==> src/rtl/fifo_la_pkg.sv <==
package fifo_la_pkg;

    typedef enum logic [1:0] {
        ST_EMPTY   = 2'd0,
        ST_PARTIAL = 2'd1,
        ST_FULL    = 2'd2
    } fill_state_t;

endpackage

==> src/rtl/fifo_la_ptr.sv <==
module fifo_la_ptr #(
    parameter int AW = 4
) (
    input  logic          clk,
    input  logic          rst,
    input  logic          step,
    output logic [AW-1:0] addr
);
    localparam logic [AW-1:0] INC = AW'(1);

    always_ff @(posedge clk) begin
        if (rst) begin
            addr <= '0;
        end else if (step) begin
            addr <= addr + INC;
        end
    end

endmodule

==> src/rtl/fifo_la_mem.sv <==
module fifo_la_mem #(
    parameter int DW    = 8,
    parameter int DEPTH = 16,
    localparam int AW   = $clog2(DEPTH)
) (
    input  logic          clk,
    input  logic          we,
    input  logic [AW-1:0] waddr,
    input  logic [DW-1:0] wdata,
    input  logic [AW-1:0] raddr,
    output logic [DW-1:0] rdata
);
    logic [DW-1:0] store [DEPTH];

    always_ff @(posedge clk) begin
        if (we) begin
            store[waddr] <= wdata;
        end
    end

    assign rdata = store[raddr];

endmodule

==> src/rtl/fifo_la_flag_fsm.sv <==
module fifo_la_flag_fsm
    import fifo_la_pkg::*;
#(
    parameter int AW = 4
) (
    input  logic          clk,
    input  logic          rst,
    input  logic          wr_req,
    input  logic          rd_req,
    input  logic [AW-1:0] wa,
    input  logic [AW-1:0] ra,
    output logic          wr_ok,
    output logic          rd_ok,
    output logic          full,
    output logic          empty
);
    localparam logic [AW-1:0] ONE = AW'(1);
    localparam logic [AW-1:0] TWO = AW'(2);

    fill_state_t state_q, state_d;
    logic        one_short;
    logic        one_left;

    // look-ahead pointer relations
    assign one_short = ((wa + TWO) == ra);
    assign one_left  = ((wa - ONE) == ra);

    always_comb begin
        state_d = state_q;
        unique case (state_q)
            ST_EMPTY: begin
                // FILL_FIRST (direct TOP_OFF when only one slot exists)
                if (wr_req) begin
                    state_d = one_short ? ST_FULL : ST_PARTIAL;
                end
            end
            ST_PARTIAL: begin
                if (wr_req && !rd_req && one_short) begin
                    state_d = ST_FULL;         // TOP_OFF
                end else if (rd_req && !wr_req && one_left) begin
                    state_d = ST_EMPTY;        // DRAIN_LAST
                end
            end
            ST_FULL: begin
                // RELEASE (direct DRAIN_LAST when only one slot exists)
                if (rd_req) begin
                    state_d = one_left ? ST_EMPTY : ST_PARTIAL;
                end
            end
            default: state_d = ST_EMPTY;
        endcase
    end

    always_ff @(posedge clk) begin
        if (rst) begin
            state_q <= ST_EMPTY;
        end else begin
            state_q <= state_d;
        end
    end

    always_comb begin
        full  = (state_q == ST_FULL);
        empty = (state_q == ST_EMPTY);
        wr_ok = wr_req && (state_q != ST_FULL);
        rd_ok = rd_req && (state_q != ST_EMPTY);
    end

endmodule

==> src/rtl/fifo_la.sv <==
module fifo_la #(
    parameter int DW    = 8,
    parameter int DEPTH = 16
) (
    input  logic          clk,
    input  logic          rst,
    input  logic          wr_en,
    input  logic [DW-1:0] wr_data,
    input  logic          rd_en,
    output logic [DW-1:0] rd_data,
    output logic          full,
    output logic          empty
);
    localparam int AW = $clog2(DEPTH);

    logic [AW-1:0] wa;
    logic [AW-1:0] ra;
    logic          wr_ok;
    logic          rd_ok;

    fifo_la_ptr #(.AW(AW)) u_wptr (
        .clk  (clk),
        .rst  (rst),
        .step (wr_ok),
        .addr (wa)
    );

    fifo_la_ptr #(.AW(AW)) u_rptr (
        .clk  (clk),
        .rst  (rst),
        .step (rd_ok),
        .addr (ra)
    );

    fifo_la_mem #(.DW(DW), .DEPTH(DEPTH)) u_mem (
        .clk   (clk),
        .we    (wr_ok),
        .waddr (wa),
        .wdata (wr_data),
        .raddr (ra),
        .rdata (rd_data)
    );

    fifo_la_flag_fsm #(.AW(AW)) u_fsm (
        .clk    (clk),
        .rst    (rst),
        .wr_req (wr_en),
        .rd_req (rd_en),
        .wa     (wa),
        .ra     (ra),
        .wr_ok  (wr_ok),
        .rd_ok  (rd_ok),
        .full   (full),
        .empty  (empty)
    );

endmodule

==> config.mk <==
export PLATFORM = sky130hd
export DESIGN_NAME = fifo_la
export DESIGN_NICKNAME = d
export VERILOG_FILES = /design/src/rtl/fifo_la_pkg.sv /design/src/rtl/fifo_la_ptr.sv /design/src/rtl/fifo_la_mem.sv /design/src/rtl/fifo_la_flag_fsm.sv /design/src/rtl/fifo_la.sv
export SDC_FILE = /design/constraint.sdc
export NUM_CORES = 1
export LEC_CHECK = 0
export BUFFER_PORTS_ARGS = -buffer_cell sky130_fd_sc_hd__buf_4
export CORE_MARGIN = 4
export CORE_UTILIZATION = 55
export DETAILED_ROUTE_END_ITERATION = 7
export PLACE_DENSITY_LB_ADDON = 0.12
export REMOVE_ABC_BUFFERS = 1
export SYNTH_ARGS = -nofsm -noshare
export SYNTH_HDL_FRONTEND = slang
export SYNTH_SLANG_ARGS = --single-unit
==> constraint.sdc <==
create_clock -name clk -period 2.42 [get_ports clk]
set_input_delay 0.242 -clock clk [delete_from_list [all_inputs] [get_ports clk]]
set_output_delay 0.242 -clock clk [all_outputs]
set_load 0.02 [all_outputs]
==> impl_metrics.json <==
{
  "chipWidth_um": 110,
  "htreeDepth": 4,
  "rsz0062_at_grt": "yes",
  "final_nets": 363,
  "wire_per_inst_um": 24.3,
  "worstSetupEndpointType": "output pin",
  "finalSetupViolCount": 8,
  "globalRouteOverflowTotal": 0,
  "ant_nets": 0,
  "drtIter0Drc": 254,
  "fin_crit_sh_pct": 107,
  "root_buffer": "clkbuf_8",
  "syn_to_final_growth_pct": 19.8,
  "clk_latency_ns": 0.53,
  "drive_gt1_share_pct": 33.4,
  "violations": "negative setup slack",
  "crit_path_top_delay_cell": "mux4_1",
  "status": "finished with violations",
  "synth_flop_cell": "edfxtp_1",
  "dp_hpwl_um": 6960,
  "p_int_uw": 4310,
  "dieArea_um2": 12200,
  "synthCells": 279,
  "fp-row-count": 37,
  "arrival_ns": 2.35,
  "ctsLongestPathBuffers": 2,
  "setup_ws_ns": -0.172,
  "yosys.area.top_type": "edfxtp_1",
  "cts_tree": "done",
  "pre_cts_ws_ns": 0.309,
  "antenna_cells": 0,
  "mostFrequentLayoutCells": "edfxtp_1, mux4_2, buf_4",
  "yosysTopAreaCellShare_pct": 66.7,
  "crit_chain": "buf_6 > buf_16 > mux4_1 > mux4_2 > buf_6",
  "core-area_um2": 10300,
  "p_leak_uw": 0.00232,
  "fin_crit_ns": 2.59,
  "track_usage_pct": 22.3,
  "die_h_um": 110,
  "drc": 0,
  "vias": 2864,
  "postSynth.asyncResetShare_pct": 0,
  "grt_max_degree": 33,
  "switching_share_pct": 21.5,
  "wl_um": 11900,
  "avgSynthCellArea_um2": 20.7,
  "critPathKind": "flip-flop to output pin",
  "p_comb_share_pct": 8.6,
  "initial_core_util_pct": 56.1,
  "synth.distinct_cells": 34,
  "portBuffers": 21,
  "p_sw_uw": 1180,
  "drv_cap": 0,
  "layout_commonest_cell": "edfxtp_1",
  "p_per_area_nw_per_um2": 794,
  "worstPathRequired_ns": 2.18,
  "vdd_drop_max_mv": 0.462,
  "grt_pass1_vias": 2851,
  "p_clk_share_pct": 41.5,
  "path_common_cell": "buf_6",
  "clock_sinks": 142,
  "firstDrtPassIters": 4,
  "synth_edf_count": 128,
  "grt_pass1_wl_um": 18100,
  "report.power.total_uw": 5480,
  "tightest_slew_ns": 0.574,
  "seq_power_share_pct": 49.9,
  "hold_viol_final": 0,
  "ys_ff_latch": 142,
  "fmax_mhz": 386,
  "viasPerCell": 5.82,
  "crit_path_max_incr_delay_ns": 0.54,
  "cp_max_fo": 5,
  "start_kind": "flip-flop",
  "antenna_found_initial": 0,
  "syn_area_um2": 5760,
  "utilization_pct": 67.2,
  "fin_skew_ns": 0.00631,
  "pin_count": 22,
  "min-delay-path-class": "primary input to flip-flop",
  "gp_congestion": 0.784,
  "yosysWarningCount": 0,
  "cts.clk_slew.worst_paths_ns": 0.06,
  "synthTopCellsByArea": "edfxtp_1, mux4_1, mux4_2",
  "relSlewSlack_pct": 61.7,
  "drv_slew": 0,
  "synth_seq_area_share_pct": 71.6,
  "cts_buffers": 17
}
[registers in the layout, summed over array words and instances (netlist names), named ones only]
register and count:
u_fsm.state_q 2, u_mem.store 128, u_rptr.addr 4, u_wptr.addr 4
[path summary, 6_finish.rpt]
check | end | slack (ns) | cells past startpoint | start
setup / recovery | rd_data[7] | -0.17 | 5 | flip-flop
setup reg to reg | u_mem.store[5][1]$_DFFE_PP_ | 0.49 | 5 | u_fsm.state_q[0]$_SDFFE_PP0P_
hold / removal | u_mem.store[12][2]$_DFFE_PP_ | 0.03 | 1 | wr_data[2]
hold reg to reg | u_wptr.addr[1]$_SDFFE_PP0P_ | 0.58 | 2 | u_wptr.addr[1]$_SDFFE_PP0P_
[worst max-delay path: cells and delay by family (launching register included)]
kind	cells	cell delay, ns
mux	2	1.03
flops	1	0.38
buf+inv	3	0.42
[metal layers]
layer | track usage [%] | vias up | wire length [um]
li1 | - | 1258 | -
met1 | 30.5 | 1484 | 4960
met2 | 34.3 | 105 | 5980
met3 | 7.75 | 17 | 809
met4 | 6.60 | 0 | 189
met5 | 0 | - | 0
[kinds of logic after synthesis]
kind of cell    Yosys count  synth area share, %
xor+xnor                 15                 2.52
simple gates             45                 3.56
fa+ha+maj                 8                 1.74
flops                   142                 71.6
buf+inv                  18                 2.00
mux                      41                 17.4
compound gates           10                 1.24
[final cells by class]
| cell class | instances | area [um^2] |
|---|---|---|
| Clock buffer | 19 | 422 |
| Multi-Input combinational cell | 119 | 1450 |
| Fill cell | 706 | 3370 |
| Clock inverter | 13 | 100 |
| Inverter | 5 | 18.8 |
| Tap cell | 136 | 170 |
| Timing Repair Buffer | 58 | 614 |
| Sequential cell | 142 | 4130 |
[synth_stat cells (all sizes together), types with 5 or more instances]
cell    number
inv          5
nor2        23
buf          9
mux4        40
xor2         6
ha           8
dfxtp       14
edfxtp     128
xnor2        8
nand2        7
[power groups by stage]
stage / logic [uW] / clock network (uW) / registers, uW
after global routing: 503 / 2440 / 2740
after global placement: 368 / 0 / 2780
after CTS: 478 / 2320 / 2740
after detailed placement: 375 / 0 / 2780
final: 472 / 2280 / 2740
after floorplan: 204 / 0 / 2800
[through the flow]
stage | std cells | TNS, ns | hold WS, ns | instance area (um^2)
after floorplan | 266 | -1.69 | 0.311 | 5670
after global placement | 447 | 0 | 0.522 | 6200
after detailed placement | 447 | 0 | 0.529 | 6200
after CTS | 492 | -1.54 | 0.00508 | 6900
after global routing | 492 | -1.84 | 0.0148 | 6900
final | 492 | -1.27 | 0.0305 | 6900
[repair_timing]
item,4_1_cts,5_1_grt
endpoints found under the setup margin,8,8
gates resized for setup,36,0
buffers inserted,3,0
hold endpoints to repair,61,0
hold buffers,6,0
cloned,4,0
Note: power is estimated with default switching activity, not from simulation.
